File: config.mk
export PLATFORM = sky130hd
export DESIGN_NAME = dbg_watch_unit
export DESIGN_NICKNAME = d
export VERILOG_FILES = /design/src/rtl/dbg_watch_pkg.sv /design/src/rtl/dbg_cfg_regs.sv /design/src/rtl/dbg_addr_match.sv /design/src/rtl/dbg_data_watch.sv /design/src/rtl/dbg_trig_encode.sv /design/src/rtl/dbg_watch_unit.sv
export SDC_FILE = /design/constraint.sdc
export NUM_CORES = 1
export LEC_CHECK = 0
export ABC_AREA = 1
export BUFFER_PORTS_ARGS = -buffer_cell sky130_fd_sc_hd__buf_4
export CORE_MARGIN = 2
export CORE_UTILIZATION = 53
export CTS_CLUSTER_SIZE = 25
export DETAILED_ROUTE_END_ITERATION = 10
export GPL_TIMING_DRIVEN = 0
export PLACE_DENSITY_LB_ADDON = 0.1
export SETUP_SLACK_MARGIN = 0.05
export SKIP_CTS_REPAIR_TIMING = 1
export SLEW_MARGIN = 20
export SYNTH_ARGS = -nofsm -noshare
export SYNTH_HDL_FRONTEND = slang
export SYNTH_HIERARCHICAL = 1
export SYNTH_SLANG_ARGS = --single-unit
export TNS_END_PERCENT = 10
File: constraint.sdc
create_clock -name clk -period 1.9 [get_ports clk]
set_clock_uncertainty 0.2 [all_clocks]
set_input_delay 0.57 -clock clk [delete_from_list [all_inputs] [get_ports clk]]
set_output_delay 0.57 -clock clk [all_outputs]
set_load 0.1 [all_outputs]
File: src/rtl/dbg_watch_pkg.sv
package dbg_watch_pkg;

   // Data watch / trace control word, low bits of the control register
   typedef struct packed {
      logic trace_en;    // bit4
      logic match_wr;    // bit3
      logic match_rd;    // bit2
      logic range_mode;  // bit1
      logic watch_en;    // bit0
   } watch_ctrl_t;

   localparam int CTRL_BITS = $bits(watch_ctrl_t);

   // Code for address comparator idx (idle is zero)
   function automatic int bp_code(input int idx);
      return idx + 1;
   endfunction

   function automatic int data_code(input int nbp);
      return nbp + 1;
   endfunction

   function automatic int trace_code(input int nbp);
      return nbp + 2;
   endfunction

endpackage

File: src/rtl/dbg_cfg_regs.sv
module dbg_cfg_regs
   import dbg_watch_pkg::*;
#(
   parameter int NUM_BP = 4,
   parameter int AW     = 16,
   parameter int DW     = 16,
   parameter int CAW    = 3
) (
   input  logic                         clk,
   input  logic                         rst_n,
   input  logic                         sw_wr_en,
   input  logic [CAW-1:0]               sw_addr,
   input  logic [DW-1:0]                sw_wdata,
   input  logic                         dp_wr_en,
   input  logic [CAW-1:0]               dp_addr,
   input  logic [DW-1:0]                dp_wdata,
   output logic [NUM_BP-1:0][AW-1:0]    bp_addr,
   output logic [NUM_BP-1:0]            bp_en,
   output logic [DW-1:0]                data_lo,
   output logic [DW-1:0]                data_hi,
   output watch_ctrl_t                  ctrl
);

   localparam int IDX_EN   = NUM_BP;
   localparam int IDX_LO   = NUM_BP + 1;
   localparam int IDX_HI   = NUM_BP + 2;
   localparam int IDX_CTRL = NUM_BP + 3;

   // Debug port has priority over the software port
   logic           wr;
   logic [CAW-1:0] widx;
   logic [DW-1:0]  wval;

   always_comb begin
      wr   = dp_wr_en | sw_wr_en;
      widx = dp_wr_en ? dp_addr  : sw_addr;
      wval = dp_wr_en ? dp_wdata : sw_wdata;
   end

   genvar g;
   generate
      for (g = 0; g < NUM_BP; g++) begin : g_bp
         always_ff @(posedge clk or negedge rst_n) begin
            if (!rst_n)
               bp_addr[g] <= '0;
            else if (wr && (int'(widx) == g))
               bp_addr[g] <= wval[AW-1:0];
         end
      end
   endgenerate

   always_ff @(posedge clk or negedge rst_n) begin
      if (!rst_n) begin
         bp_en   <= '0;
         data_lo <= '0;
         data_hi <= '0;
         ctrl    <= '0;
      end else if (wr) begin
         if (int'(widx) == IDX_EN)   bp_en   <= wval[NUM_BP-1:0];
         if (int'(widx) == IDX_LO)   data_lo <= wval;
         if (int'(widx) == IDX_HI)   data_hi <= wval;
         if (int'(widx) == IDX_CTRL) ctrl    <= watch_ctrl_t'(wval[CTRL_BITS-1:0]);
      end
   end

endmodule

File: src/rtl/dbg_addr_match.sv
module dbg_addr_match #(
   parameter int NUM_BP = 4,
   parameter int AW     = 16
) (
   input  logic                      fetch_valid,
   input  logic [AW-1:0]             fetch_addr,
   input  logic [NUM_BP-1:0][AW-1:0] bp_addr,
   input  logic [NUM_BP-1:0]         bp_en,
   output logic [NUM_BP-1:0]         bp_hit
);

   genvar g;
   generate
      for (g = 0; g < NUM_BP; g++) begin : g_cmp
         assign bp_hit[g] = fetch_valid & bp_en[g] & (fetch_addr == bp_addr[g]);
      end
   endgenerate

endmodule

File: src/rtl/dbg_data_watch.sv
module dbg_data_watch
   import dbg_watch_pkg::*;
#(
   parameter int DW       = 16,
   parameter bit RANGE_EN = 1'b1
) (
   input  logic          dacc_valid,
   input  logic          dacc_write,
   input  logic [DW-1:0] dacc_data,
   input  logic [DW-1:0] data_lo,
   input  logic [DW-1:0] data_hi,
   input  watch_ctrl_t   ctrl,
   output logic          data_hit
);

   logic value_ok;
   logic dir_ok;

   generate
      if (RANGE_EN) begin : g_range
         always_comb begin
            if (ctrl.range_mode)
               value_ok = (dacc_data >= data_lo) && (dacc_data <= data_hi);
            else
               value_ok = (dacc_data == data_lo);
         end
      end else begin : g_exact
         assign value_ok = (dacc_data == data_lo);
      end
   endgenerate

   assign dir_ok   = dacc_write ? ctrl.match_wr : ctrl.match_rd;
   assign data_hit = dacc_valid & ctrl.watch_en & dir_ok & value_ok;

endmodule

File: src/rtl/dbg_trig_encode.sv
module dbg_trig_encode
   import dbg_watch_pkg::*;
#(
   parameter int NUM_BP = 4,
   parameter int CW     = 3
) (
   input  logic              clk,
   input  logic              rst_n,
   input  logic [NUM_BP-1:0] bp_hit,
   input  logic              data_hit,
   input  logic              trace_hit,
   output logic              dbg_req,
   output logic [CW-1:0]     trig_code
);

   logic [CW-1:0] code_nxt;

   // Lowest comparator first, then data watch, then trace
   always_comb begin
      code_nxt = '0;
      if (trace_hit) code_nxt = CW'(trace_code(NUM_BP));
      if (data_hit)  code_nxt = CW'(data_code(NUM_BP));
      for (int i = NUM_BP - 1; i >= 0; i--) begin
         if (bp_hit[i]) code_nxt = CW'(bp_code(i));
      end
   end

   always_ff @(posedge clk or negedge rst_n) begin
      if (!rst_n) begin
         trig_code <= '0;
         dbg_req   <= 1'b0;
      end else begin
         trig_code <= code_nxt;
         dbg_req   <= (|bp_hit) | data_hit | trace_hit;
      end
   end

endmodule

File: src/rtl/dbg_watch_unit.sv
module dbg_watch_unit
   import dbg_watch_pkg::*;
#(
   parameter int NUM_BP   = 4,
   parameter int AW       = 16,
   parameter int DW       = 16,
   parameter int CW       = 3,
   parameter bit RANGE_EN = 1'b1,
   parameter int CAW      = $clog2(NUM_BP + 4)
) (
   input  logic           clk,
   input  logic           rst_n,
   input  logic           fetch_valid,
   input  logic [AW-1:0]  fetch_addr,
   input  logic           dacc_valid,
   input  logic           dacc_write,
   input  logic [DW-1:0]  dacc_data,
   input  logic           retire_valid,
   input  logic           in_debug,
   input  logic           sw_wr_en,
   input  logic [CAW-1:0] sw_addr,
   input  logic [DW-1:0]  sw_wdata,
   input  logic           dp_wr_en,
   input  logic [CAW-1:0] dp_addr,
   input  logic [DW-1:0]  dp_wdata,
   output logic           dbg_req,
   output logic [CW-1:0]  trig_code
);

   generate
      if (NUM_BP < 1) begin : g_chk_nbp
         $error("NUM_BP must be at least 1");
      end
      if (trace_code(NUM_BP) >= (1 << CW)) begin : g_chk_cw
         $error("CW too narrow for NUM_BP comparator codes");
      end
      if (AW > DW) begin : g_chk_aw
         $error("AW must not exceed DW");
      end
      if (DW < NUM_BP || DW < CTRL_BITS) begin : g_chk_dw
         $error("DW too narrow for enable or control word");
      end
   endgenerate

   logic [NUM_BP-1:0][AW-1:0] bp_addr;
   logic [NUM_BP-1:0]         bp_en;
   logic [DW-1:0]             data_lo;
   logic [DW-1:0]             data_hi;
   watch_ctrl_t               ctrl;
   logic [NUM_BP-1:0]         bp_hit;
   logic                      data_hit;
   logic                      trace_hit;
   logic                      trace_on;

   dbg_cfg_regs #(.NUM_BP(NUM_BP), .AW(AW), .DW(DW), .CAW(CAW)) u_regs (
      .clk      (clk),
      .rst_n    (rst_n),
      .sw_wr_en (sw_wr_en),
      .sw_addr  (sw_addr),
      .sw_wdata (sw_wdata),
      .dp_wr_en (dp_wr_en),
      .dp_addr  (dp_addr),
      .dp_wdata (dp_wdata),
      .bp_addr  (bp_addr),
      .bp_en    (bp_en),
      .data_lo  (data_lo),
      .data_hi  (data_hi),
      .ctrl     (ctrl)
   );

   dbg_addr_match #(.NUM_BP(NUM_BP), .AW(AW)) u_amatch (
      .fetch_valid (fetch_valid),
      .fetch_addr  (fetch_addr),
      .bp_addr     (bp_addr),
      .bp_en       (bp_en),
      .bp_hit      (bp_hit)
   );

   dbg_data_watch #(.DW(DW), .RANGE_EN(RANGE_EN)) u_dwatch (
      .dacc_valid (dacc_valid),
      .dacc_write (dacc_write),
      .dacc_data  (dacc_data),
      .data_lo    (data_lo),
      .data_hi    (data_hi),
      .ctrl       (ctrl),
      .data_hit   (data_hit)
   );

   assign trace_on  = ctrl.trace_en;
   assign trace_hit = retire_valid & trace_on & ~in_debug;

   dbg_trig_encode #(.NUM_BP(NUM_BP), .CW(CW)) u_enc (
      .clk       (clk),
      .rst_n     (rst_n),
      .bp_hit    (bp_hit),
      .data_hit  (data_hit),
      .trace_hit (trace_hit),
      .dbg_req   (dbg_req),
      .trig_code (trig_code)
   );

endmodule

==> results of run 1 <==
-- logic make-up (layout without fill, tap and decap cells) --
| family | after synthesis | after routing |
|---|---|---|
| buffers and inverters | 127 | 229 |
| AOI/OAI and AO/OA | 49 | 49 |
| DFF | 109 | 109 |
| xor gates and xnor gates | 14 | 14 |
| adders and majority gates | 32 | 32 |
| and+or+nand+nor | 610 | 610 |
-- flip-flops by register name, indices dropped and copies added, names as in the netlist --
signal	count
u_enc/dbg_req	1
u_enc/trig_code	3
u_regs/bp_addr	64
u_regs/bp_en	4
u_regs/ctrl	5
u_regs/data_hi	16
u_regs/data_lo	16
-- stage by stage --
step	hold slack (ns)	total power, mW	util	worst slack [ns]
global placement	0.2535	5.350	0.6364	-0.5866
CTS	-0.03839	7.277	0.6624	-0.2958
global route	0.2891	7.923	0.6767	-0.2173
floorplan	0.07441	4.669	-	-0.006194
detailed placement	0.2588	5.437	0.6389	-0.5674
finish	0.2756	7.455	0.6767	-0.1133
-- final cells by class --
type	instances	area [um^2]	share of cell area
Tap cell	168	210.2	0.02565
Clock buffer	9	225.2	0.02748
Multi-Input combinational cell	705	3751	0.4577
Inverter	102	382.9	0.04672
Clock inverter	7	58.81	0.007176
Buffer	25	167.7	0.02046
Timing Repair Buffer	86	671.9	0.08198
Sequential cell	109	2728	0.3328
-- worst paths after layout --
kind	endpoint	slack (ns)	depth (start not counted)
worst min-delay path	u_regs/data_hi[2]	0.28	2
worst min register to register	u_regs/data_hi[2]	0.28	2
worst max-delay path	u_enc/trig_code[1]	-0.11	13
min in group asynchronous	u_regs/data_lo[13]	0.52	2
worst max register to register	u_enc/trig_code[1]	-0.11	13
max in group asynchronous	u_regs/bp_addr[25]	0.30	3
-- worst reg2reg max path: stages (launching register included) --
cell and delay (ns):
sky130_fd_sc_hd__dfrtp_1 0.40, sky130_fd_sc_hd__inv_2 0.07, sky130_fd_sc_hd__ha_4 0.19, sky130_fd_sc_hd__nand2_2 0.05, sky130_fd_sc_hd__nand2_2 0.06, sky130_fd_sc_hd__nand3_2 0.06
sky130_fd_sc_hd__nand2_2 0.07, sky130_fd_sc_hd__a21oi_4 0.15, sky130_fd_sc_hd__nand2_1 0.08, sky130_fd_sc_hd__a21oi_2 0.23, sky130_fd_sc_hd__nor2_4 0.06, sky130_fd_sc_hd__nor2_1 0.08
sky130_fd_sc_hd__nand2_1 0.08, sky130_fd_sc_hd__a21oi_2 0.16
-- per-layer routing --
metal  vias up  share of wire  wire length [um]
met5         -              0                 0
met4         0          0.024               463
met3        39          0.086              1657
met2       274           0.44              8589
met1      2835           0.45              8604
li1       3092              -                 -
-- report_power, final --
| group | internal, mW | switching, mW | total [mW] |
|---|---|---|---|
| Combinational | 0.962 | 1.42 | 2.39 |
| Sequential | 2.83 | 0.386 | 3.22 |
| Clock | 0.910 | 0.941 | 1.85 |
-- cells in the final DEF, fill, tap and decap left out, drive strengths merged --
master,netlist,layout
inv,99,101
nand2,469,469
clkinv,3,7
o21ai,15,15
nand4,5,5
dlygate4sd3,0,1
o21bai,1,1
xor2,5,5
o211ai,1,1
a21o,1,1
nor3,2,2
xnor2,9,9
clkinvlp,0,1
nor2,57,57
dfrtp,109,109
nand3,77,77
o22ai,8,8
o21a,2,2
a21oi,21,21
clkbuf,1,11
buf,24,108
ha,32,32
==> results, run 1 <==
- The run finished, with violations left.
- The final reports fail on setup timing.
- The total via count in the routed design is 6240.
- In the global route stage, met2 resource usage came out at 0.4569.
- Dividing the detail-routed wire length by the instance count gives 15.95 um.
- Buffers placed on the I/O ports in this run total 81.
- The Yosys step of the flow raised 6 warnings.
- The synthesized design contains 0 enable-type register cells.
- The post-detailed-route DRC marker count is 0.
- The total placed cells including tap cells is 1191.
- The cell sitting at the root of the clock tree is a sky130_fd_sc_hd__clkbuf_16.
- The placed instances occupy a cell area of 7739 um^2.
- met2 is the most crowded layer.
- In the finished design, the share of the clock period the worst path needs comes to 1.060.
- Of the total synthesized cell area, the portion taken by full adders, half adders and majority gates is 0.06056.
- The number of DRC markers in iteration 0 is 666.
- The area of the placeable core is 12110 um^2.
- The largest family of logic cells by synthesized area is simple AND/OR/NAND/NOR gates.
- The worst-case setup margin in the final layout is -0.1133 ns.
- The origin of the critical flop-to-flop path is u_regs/data_lo[9].
- The average cell area after synthesis is 7.026 um^2.
- The number of global-route vias before repair is 5699.
- Of the total synthesized cell area, the portion taken by AND, OR, NAND and NOR gates is 0.3853.
- The number of max-slew violations in the final report is 0.
- The first global-routing pass estimated 30.03 mm of wire.
- After filler insertion, the fill cell instance count of the layout stands at 1060.
- The static leakage power is 4.394 nW.
- The number of nets in the layout is 1149.
- The met1 usage in global routing is 0.4351.
- The maximum single-stage delay on the critical path is 0.40 ns.
- Clock latency on the worst-skew pair, taken at its later pin, is 0.36 ns.
- The signal on the critical path passes through inv_2 -> ha_4 -> nand2_2 -> nand2_2 -> nand3_2 -> nand2_2 -> a21oi_4 -> nand2_1 -> a21oi_2 -> nor2_4 -> nor2_1 -> nand2_1 -> a21oi_2.
- The total standard cell area after synthesis is 6611 um^2.
- Data arrives at the worst endpoint at 2.10 ns.
- Ranked by instance count, the synthesized netlist is headed by 455 x sky130_fd_sc_hd__nand2_1, 109 x sky130_fd_sc_hd__dfrtp_1, 81 x sky130_fd_sc_hd__inv_1.
- The final RePlAce weighted congestion is 0.9548.
- The sequential area share after synthesis is 0.4126.
- The portion of synthesized area spent on multiplexers is 0.
- The wire length reported by the detailed router is 19.31 mm.
- After routing the design area is 8195 um^2.
- The number of standard cells in the final layout excluding fillers is 1211.
- The cell count after synthesis is 941.
- The hold violation total from the final report is 0.
- The initial standard-cell utilization of the core is 0.5459.
- The clock drives 109 sinks.
- The layout-stage area growth over the synthesis result is 23.96%.
- In the global route stage, overall resource usage came out at 0.2993.
- VDD sags by at most 0.7235 mV.
- sky130_fd_sc_hd__nand2_1 is the most common cell in the netlist.
- The tool flagged a number of max-cap violations equal to 0.
- The slowest stage of the critical path belongs to the cell sky130_fd_sc_hd__dfrtp_1.
- TritonCTS built the clock tree.
- The die is 115.7 um tall.
- The floorplan die area is 13380 um^2.
- Setup repair after global routing could not meet its margin everywhere.
- The clock-pin slew on the worst setup and hold paths is 0.08 ns.
- In this run, CTS created clock tree buffers numbering 9.
- The synthesized design spends more area on one cell type than any other, namely sky130_fd_sc_hd__dfrtp_1.
- The area share of the largest cell type after synthesis is 0.4126.
- For this run, the detailed router's first-pass iteration total came to 6.
- The endpoint required time on the critical path is 1.99 ns.
- For the pin with the worst max-slew slack, the measured transition is 0.4739 ns.
- The initial antenna violation count is 0.
- The worst hold path belongs to the class reg -> reg.
- Among cell families on the critical path, the largest total delay comes from simple AND/OR/NAND/NOR gates.
- The die is 115.7 um wide.
- The area fraction in compound gates after synthesis is 0.04164.
- In the post-synthesis netlist, the biggest area contributors are sky130_fd_sc_hd__dfrtp_1 41%, sky130_fd_sc_hd__nand2_1 26%, sky130_fd_sc_hd__ha_1 6.1%.
- The count of inserted antenna diode cells is 0.
- In this run the power density over the cells is 909.6 nW/um^2.
- The layout cell share with drive strength beyond 1 is 0.2253.
- The buffer depth of the longest clock path is 2.
- The launch instance of the worst min-delay path is u_regs/data_hi[2].
- The worst slew margin relative to its limit is 0.6841.
- Synthesis inferred 109 register bits.
- Entering global routing, the biggest net connects 65 pins.
- For this design the top-level I/O count stands at 83.
- The post-synthesis xor/xnor area fraction is 0.01855.
- The total negative slack is -0.3447 ns.
- The critical path's most frequent cell is sky130_fd_sc_hd__nand2_2.
- Based on the critical path, the design can be clocked at up to 0.4967 GHz.
- The number of buffers and inverters on the critical path is 1.
- Synthesis instantiated 29 different standard cells from the library.
- In the routed layout, each cell is associated on average with a via count of 5.153.
- Global routing finished with a remaining overflow of 0.
- For met3 alone, demand over resource in global routing was 0.06538.
- Detailed placement ended at an HPWL of 14.29 mm.
- STA classifies the critical path startpoint as a flip-flop.
- In the synthesized netlist the dominant register cell turns out to be sky130_fd_sc_hd__dfrtp_1.
- The post-detailed-route count of antenna-violating nets is 0.
- The final period demand of the worst path is 2.013 ns.
- Tracing the worst setup path back leads to its startpoint at u_regs/data_lo[9].
- CTS built an H-tree with a depth of 3.
- Of all flip-flops after synthesis, the portion carrying an async set or reset was 1.000.
- The worst setup path is captured at a flip-flop.
- The maximum fanout encountered on the critical timing path is 3.
- The final number of setup-violating endpoints is 4.
- The setup path with the least slack is of type reg -> reg.
- After floorplanning, the core was divided into 40 placement rows.
- The number of nets handed over by synthesis was 1052.
No activity file was read; power rests on OpenSTA's default activity.
==> run 2: changes to the inputs <==
==> constraint.sdc (replaced) <==
create_clock -name clk -period 1.6 [get_ports clk]
set_clock_uncertainty 0.2 [all_clocks]
set_input_delay 0.4 -clock clk [delete_from_list [all_inputs] [get_ports clk]]
set_output_delay 0.4 -clock clk [all_outputs]
set_load 0.1 [all_outputs]
==> run 2 against run 1 <==
  * The run ends with hold timing, setup timing left
  * Design area barely moved
  * Setup slack got worse by 0.36 ns
  * Via count fell by 0.22%
  * Critical path depth did not move
  * Wire length fell by 1.8%
  * Clock power rose by 17%
  * Combinational power rose by 15%
  * Critical path type unchanged
  * Critical endpoint unchanged
  * Highest routed layer unchanged
==> results, run 2 (same netlist as run 1, synthesis figures left out) <==
- The combinational share of power is 0.315 (-0.005).
- The total negative slack is -1.920 ns (-1.575 ns).
- The endpoint required time on the critical path was 1.68 ns (-0.31 ns).
- The total track usage is 0.3012 (+0.001884).
- The register with the highest flop count is u_regs/bp_addr.
- The worst slew margin relative to its limit is 0.3889 (-0.2952).
- The worst register-to-register path ends at u_enc/trig_code[1].
- The global-route wire length before repair was 30.24 mm (+0.69%).
- The transition time of the tightest slew-check pin is 0.9167 ns (+0.4428 ns).
- The clock-pin slew on the worst setup and hold paths is 0.07 ns (about the same).
- The maximum number of pins on one net before global-route repair is 110 (+69%).
- The initial antenna violation count came to 0 (unchanged).
- The run finished, with violations left.
- The average wire length per cell after detail routing came to 15.66 um (-1.8%).
- The count of inserted antenna diode cells is 0 (unchanged).
- The layout cell share with drive strength beyond 1 is 0.2138 (-0.01151).
- The worst register-to-register path begins at u_regs/data_lo[9].
- The die height came to 115.7 um (unchanged).
- The share of total power in the clock network came to 0.249 (about the same).
- The final RePlAce weighted congestion is 0.9491 (-0.60%).
- The CTS sink count is 109 (unchanged).
- The most critical setup path has its startpoint at u_regs/data_lo[9].
- The buffer depth of the longest clock path is 2 (unchanged).
- The number of DRC markers in iteration 0 came to 615 (-7.7%).
- The largest registers in the layout are u_regs/bp_addr x64, u_regs/data_hi x16, u_regs/data_lo x16.
- The number of levels the H-tree was split into is 3 (unchanged).
- The path depth of the worst reg2reg path is 13 (unchanged).
- The proportion of total power due to net switching is 0.3660 (-0.003072).
- The maximum fanout encountered on the critical timing path is 3 (unchanged).
- The final number of setup-violating endpoints is 14 (+10).
- The number of placement rows is 40 (unchanged).
- The number of nets in the layout came to 1149 (unchanged).
- The flip-flop count of the largest register, all copies and words added is 64 (unchanged).
- The width of the die is 115.7 um (unchanged).
- Setup repair after global routing could not meet its margin everywhere.
- The worst setup path is of the reg -> reg kind.
- The post-detailed-placement half-perimeter wirelength was 13.83 mm (-3.2%).
- The worst hold-check slack is -0.09130 ns (-0.3669 ns).
- The wire length reported by the detailed router is 18.96 mm (-1.8%).
- The number of global-route vias before repair is 5800 (+1.8%).
- The highest attainable clock frequency is 0.4824 GHz (-2.9%).
- The fill cell instance count of the final layout is 1096 (+3.4%).
- The net load switching power is 3.189 mW (+16%).
- In the layout the commonest cells are 442 x sky130_fd_sc_hd__nand2_1, 109 x sky130_fd_sc_hd__dfrtp_1, 86 x sky130_fd_sc_hd__buf_4.
- Clock tree synthesis selected as its root buffer the cell sky130_fd_sc_hd__clkbuf_16.
- The hold violation total from the final report is 49 (+49).
- The CTS tree is built.
- The post-detailed-route count of antenna-violating nets was 0 (unchanged).
- The highest ir drop seen on vdd is 0.7938 mV (+9.7%).
- The final period demand of the worst path came to 2.073 ns (+0.05978 ns).
- Leaving out fill and tap cells, the most frequent cell in the layout is sky130_fd_sc_hd__nand2_1.
- The final reports fail on hold timing, setup timing.
- The static leakage power came to 4.394 nW (about the same).
- The total grt overflow came to 0 (unchanged).
- The total of buffers placed on input and output ports is 81 (unchanged).
- The arrival time at the worst endpoint is 2.15 ns (+0.05 ns).
- The initial standard-cell utilization of the core came to 0.5459 (unchanged).
- The path type of the worst min-delay path is in -> async.
- The worst-case setup margin in the final layout is -0.4731 ns (-0.3598 ns).
- The area of the placeable core is 12110 um^2 (unchanged).
- The power after layout is 8.714 mW (+17%).
- The power per unit of standard cell area came to 1064 nW/um^2 (+17%).
- The number of buffers created by CTS is 9 (unchanged).
- The number of primary I/O pins was 83 (unchanged).
- The worst setup path is launched from a flip-flop.
- The total internal power is 5.525 mW (+17%).
- The worst reg-to-reg setup slack came to -0.47 ns (-0.36 ns).
- The number of search-and-repair iterations in the first detailed-routing pass was 5 (-1).
- The layout-stage area growth over the synthesis result was 23.92% (about the same).
- The clock insertion delay at the later pin of the skew report is 0.36 ns (about the same).
- The total via count in the routed design is 6226 (-0.22%).
- The share of the clock period used by the worst path is 1.296 (+0.2360).
- The floorplan die area is 13380 um^2 (unchanged).
- The ratio of routed vias to standard cells is 5.141 (-0.22%).
- The max-capacitance violation count is 0 (unchanged).
- The proportion of power drawn by flip-flops and latches was 0.436 (+0.004).
- The post-detailed-route DRC marker count came to 0 (unchanged).
- The number of max-slew violations in the final report is 0 (unchanged).
- The final cell utilization of the core is 0.6764 (about the same).
- The worst setup path is captured at a flip-flop.
[run 2: changes by cell type in the layout (fill, tap and decap cells not counted), moves of 3 or more]
cell	delta
sky130_fd_sc_hd__a21oi_2	-3
sky130_fd_sc_hd__a21oi_1	+5
sky130_fd_sc_hd__buf_4	-8
sky130_fd_sc_hd__inv_2	-6
sky130_fd_sc_hd__buf_6	+8
sky130_fd_sc_hd__inv_1	+6
[run 2: power groups by stage]
| stage | clock network [mW] | logic, mW | registers (mW) |
|---|---|---|---|
| final | 2.17 | 2.74 | 3.80 |
| after global routing | 2.31 | 3.13 | 3.89 |
| after CTS | 2.18 | 2.61 | 3.79 |
| after detailed placement | 0 | 2.60 | 3.83 |
| after global placement | 0 | 2.53 | 3.82 |
| after floorplan | 0 | 1.79 | 3.75 |
[run 2: layout make-up]
type                            count  area (um^2)  share of cell area
Sequential cell                   109         2728              0.3329
Tap cell                          168        210.2             0.02566
Multi-Input combinational cell    705         3710              0.4528
Inverter                          102        382.9             0.04673
Timing Repair Buffer               86        683.2             0.08338
Clock inverter                      7        51.30            0.006261
Buffer                             25        202.7             0.02474
Clock buffer                        9        225.2             0.02749
[run 2: critical path, cell delays in order (launching register included)]
cell and delay, ns:
sky130_fd_sc_hd__dfrtp_1 0.39, sky130_fd_sc_hd__inv_2 0.07, sky130_fd_sc_hd__ha_4 0.19, sky130_fd_sc_hd__nand2_2 0.05
sky130_fd_sc_hd__nand2_1 0.06, sky130_fd_sc_hd__nand3_1 0.06, sky130_fd_sc_hd__nand2_1 0.07, sky130_fd_sc_hd__a21oi_2 0.20
sky130_fd_sc_hd__nand2_1 0.10, sky130_fd_sc_hd__a21oi_2 0.20, sky130_fd_sc_hd__nor2_4 0.06, sky130_fd_sc_hd__nor2_1 0.08
sky130_fd_sc_hd__nand2_1 0.07, sky130_fd_sc_hd__a21oi_2 0.18
[run 2: through the flow]
stage / hold slack (ns) / setup WS, ns / std cells / instance area, um^2
floorplan: -0.09559 / -0.1382 / 941 / 6899
global placement: 0.2534 / -0.7386 / 1190 / 7717
detailed placement: 0.2580 / -0.7348 / 1190 / 7721
CTS: 0.03166 / -0.6226 / 1206 / 7998
global route: 0.03347 / -0.5581 / 1211 / 8193
finish: -0.09130 / -0.4731 / 1211 / 8193
[run 2: worst max-delay path by stage]
stage                              end  cells past startpoint  slack (ns)
finish              u_enc/trig_code[1]                     13       -0.47
global route        u_enc/trig_code[1]                     13       -0.56
CTS                 u_enc/trig_code[1]                     11       -0.62
detailed placement  u_enc/trig_code[1]                     13       -0.73
global placement    u_enc/trig_code[1]                     13       -0.74
floorplan           u_enc/trig_code[1]                     12       -0.14
[run 2: routing by layer]
| metal | up-vias | routed length, um | track usage |
|---|---|---|---|
| met5 | - | 0 | 0 |
| li1 | 3100 | - | - |
| met1 | 2848 | 8573 | 0.4439 |
| met2 | 245 | 8406 | 0.4538 |
| met4 | 0 | 367 | 0.07937 |
| met3 | 33 | 1616 | 0.06381 |
==> run 3: changes to the inputs <==
==> constraint.sdc (replaced) <==
create_clock -name clk -period 1.6 [get_ports clk]
set_clock_uncertainty 0.2 [all_clocks]
set_input_delay 0.16 -clock clk [delete_from_list [all_inputs] [get_ports clk]]
set_output_delay 0.16 -clock clk [all_outputs]
set_load 0.1 [all_outputs]
==> run 3 against run 2 <==
  * The flow finishes with violations (setup timing)
  * Power up 1.1%
  * Sequential cell count is the same
  * Clock power is 2% higher
  * Cell count increased by 0.33%
  * Non-clock buffer count up 4
  * Combinational power up 2%
  * Sequential share of layout area rose by 0.48 points
  * Global-route usage up 0.20 points
==> results, run 3 (same netlist as run 1, synthesis figures left out) <==
- The number of max-slew violations in the final report was 0 (unchanged).
- The worst setup path is captured at a flip-flop.
- The arrival time at the worst endpoint is 2.14 ns (about the same).
- The layout cell share with drive strength beyond 1 is 0.2159 (+0.002048).
- In the final layout, the registers with the most flip-flops are u_regs/bp_addr x64, u_regs/data_hi x16, u_regs/data_lo x16.
- The worst register-to-register path begins at u_regs/data_lo[15].
- The global-route track usage on met3 is 0.04916 (-0.01464).
- The endpoint required time on the critical path is 1.69 ns (about the same).
- The met1 usage in global routing was 0.4442 (about the same).
- The final RePlAce weighted congestion was 0.8980 (-5.4%).
- The initial antenna violation count is 0 (unchanged).
- The area of the placeable core came to 12110 um^2 (unchanged).
- The number of search-and-repair iterations in the first detailed-routing pass was 5 (unchanged).
- TritonCTS built the clock tree.
- The number of nets in the layout is 1153 (+0.35%).
- The final number of setup-violating endpoints is 4 (-10).
- The average wire length per cell after detail routing is 16.11 um (+2.9%).
- Ranked by flip-flop count, first place goes to u_regs/bp_addr.
- The worst-case setup margin in the final layout is -0.4575 ns (+0.01551 ns).
- The highest ir drop seen on vdd is 0.8081 mV (+1.8%).
- In this run the critical register-to-register path is captured at u_enc/trig_code[1].
- The die height is 115.7 um (unchanged).
- Setup repair after global routing could not meet its margin everywhere.
- The fill cell instance count of the final layout is 1104 (+0.73%).
- The highest attainable clock frequency came to 0.4860 GHz (+0.75%).
- The ratio of routed vias to standard cells is 5.147 (+0.12%).
- The leading cell type in the layout, fill and taps excluded is sky130_fd_sc_hd__nand2_1.
- The layout-stage area growth over the synthesis result is 22.14%.
- The placement-stage cell area is 7467 um^2 (-3.3%).
- The maximum fanout encountered on the critical timing path is 3 (unchanged).
- The number of primary I/O pins is 83 (unchanged).
- The total track usage is 0.3032 (+0.001976).
- The path depth of the worst reg2reg path is 11 (-2).
- The library cells used most frequently in the layout, excluding fill and tap cells, are 444 x sky130_fd_sc_hd__nand2_1, 109 x sky130_fd_sc_hd__dfrtp_1, 96 x sky130_fd_sc_hd__buf_4.
- The number of levels the H-tree was split into is 3 (unchanged).
- The total placed cells including tap cells is 1191 (+0.084%).
- The post-detailed-placement half-perimeter wirelength is 14.13 mm (+2.2%).
- The hold violation total from the final report came to 0 (-100%).
- The final reports fail on setup timing.
- The destination of the critical timing path is u_enc/trig_code[1].
- The CTS sink count is 109 (unchanged).
- The number of buffers created by CTS is 9 (unchanged).
- met2 is the most crowded layer.
- The share of the clock period used by the worst path is 1.286 (-0.009694).
- The clock-pin slew on the worst setup and hold paths is 0.08 ns (about the same).
- The number of standard cells in the final layout excluding fillers is 1215 (+0.33%).
- The clock insertion delay at the later pin of the skew report is 0.36 ns (about the same).
- The number of placement rows was 40 (unchanged).
- The total negative slack is -1.652 ns (+0.2678 ns).
- The critical path launch point type is a flip-flop.
- The post-route cell area is 8075 um^2 (-1.4%).
- The transition time of the tightest slew-check pin was 0.5531 ns (-0.3637 ns).
- The global-route wire length before repair is 30.73 mm (+1.6%).
- The final cell utilization of the core was 0.6667 (-0.009710).
- The tree is rooted in a sky130_fd_sc_hd__clkbuf_16.
- The final period demand of the worst path is 2.058 ns (-0.01551 ns).
- The flip-flop count of the largest register, all copies and words added is 64 (unchanged).
- The count of inserted antenna diode cells came to 0 (unchanged).
- The post-detailed-route count of antenna-violating nets is 0 (unchanged).
- The wire length reported by the detailed router is 19.58 mm (+3.2%).
- The buffer depth of the longest clock path is 2 (unchanged).
- The power per unit of standard cell area came to 1091 nW/um^2 (+2.6%).
- The initial standard-cell utilization of the core is 0.5459 (unchanged).
- The post-detailed-route DRC marker count is 0 (unchanged).
- The tightest min-delay check is of the in -> reg type.
- The max-capacitance violation count is 0 (unchanged).
- The critical path class is reg -> reg.
- The width of the die is 115.7 um (unchanged).
- The flow ran to the end, but the final reports show violations.
- The total of buffers placed on input and output ports was 81 (unchanged).
- The number of DRC markers in iteration 0 was 506 (-18%).
- The maximum number of pins on one net before global-route repair is 57 (-48%).
- The power after layout came to 8.809 mW (+1.1%).
- The static leakage power is 4.380 nW (-0.31%).
- The worst reg-to-reg setup slack came to -0.46 ns (+0.02 ns).
- The total grt overflow is 0 (unchanged).
- The floorplan die area is 13380 um^2 (unchanged).
- The worst slew margin relative to its limit is 0.6313 (+0.2424).
- The number of global-route vias before repair is 5887 (+1.5%).
- The startpoint of the worst setup timing path is u_regs/data_lo[15].
- The total via count in the routed design is 6254 (+0.45%).
- The met2 usage in global routing came to 0.4632 (+0.009357).
-- run 3: cell types whose count changed in the layout (fill, tap and decap cells not counted), sizes merged --
cell / before / now
buf: 108 / 112
dlygate4sd3: 0 / 2
inv: 100 / 103
clkbuf: 12 / 10
clkinv: 7 / 4
-- run 3: area by class of cell --
cell class | count | area, um^2 | area share
Inverter | 102 | 382.9 | 0.04741
Tap cell | 168 | 210.2 | 0.02603
Clock buffer | 9 | 225.2 | 0.02789
Timing Repair Buffer | 90 | 704.4 | 0.08723
Buffer | 25 | 156.4 | 0.01937
Sequential cell | 109 | 2728 | 0.3378
Multi-Input combinational cell | 705 | 3610 | 0.4470
Clock inverter | 7 | 58.81 | 0.007282
-- run 3: through the flow --
step                      setup WS [ns]  hold slack [ns]
after floorplan                 -0.1374          -0.3356
after global placement          -0.4384           0.2538
after detailed placement        -0.4565         -0.04048
after CTS                       -0.4827          -0.4222
after global routing            -0.5667          0.06888
final                           -0.4575          0.01843
-- run 3: power by group --
group	internal, mW	leakage, nW	total [mW]	switching (mW)
logic	1.11	2.85	2.80	1.69
clock network	1.08	0.133	2.21	1.13
registers	3.36	1.40	3.80	0.435
-- run 3: layer usage --
metal  up-vias  share of wire
met3        34          0.084
met2       279           0.45
met1      2834           0.45
met4         0          0.024
li1       3107              -
met5         -              0
-- run 3: critical path, cell delays in order, from the launching register on --
cell                      delay (ns)
sky130_fd_sc_hd__dfrtp_1        0.40
sky130_fd_sc_hd__inv_2          0.08
sky130_fd_sc_hd__ha_4           0.20
sky130_fd_sc_hd__a21oi_2        0.15
sky130_fd_sc_hd__o21ai_1        0.11
sky130_fd_sc_hd__a21oi_2        0.16
sky130_fd_sc_hd__nand2_1        0.10
sky130_fd_sc_hd__a21oi_2        0.21
sky130_fd_sc_hd__nor2_4         0.06
sky130_fd_sc_hd__nor2_1         0.10
sky130_fd_sc_hd__nand2_1        0.08
sky130_fd_sc_hd__a21oi_2        0.14
-- run 3: worst min path at each step --
| stage | from | end | slack [ns] | cells after the start |
|---|---|---|---|---|
| final | retire_valid | u_enc/trig_code[1] | 0.02 | 5 |
| after global routing | retire_valid | u_enc/trig_code[1] | 0.07 | 5 |
| after CTS | rst_n | u_regs/data_lo[2] | -0.42 | 1 |
| after detailed placement | rst_n | u_regs/data_lo[2] | -0.04 | 1 |
| after global placement | u_regs/ctrl[0] | u_regs/ctrl[0] | 0.25 | 2 |
| after floorplan | rst_n | u_enc/dbg_req | -0.34 | 0 |
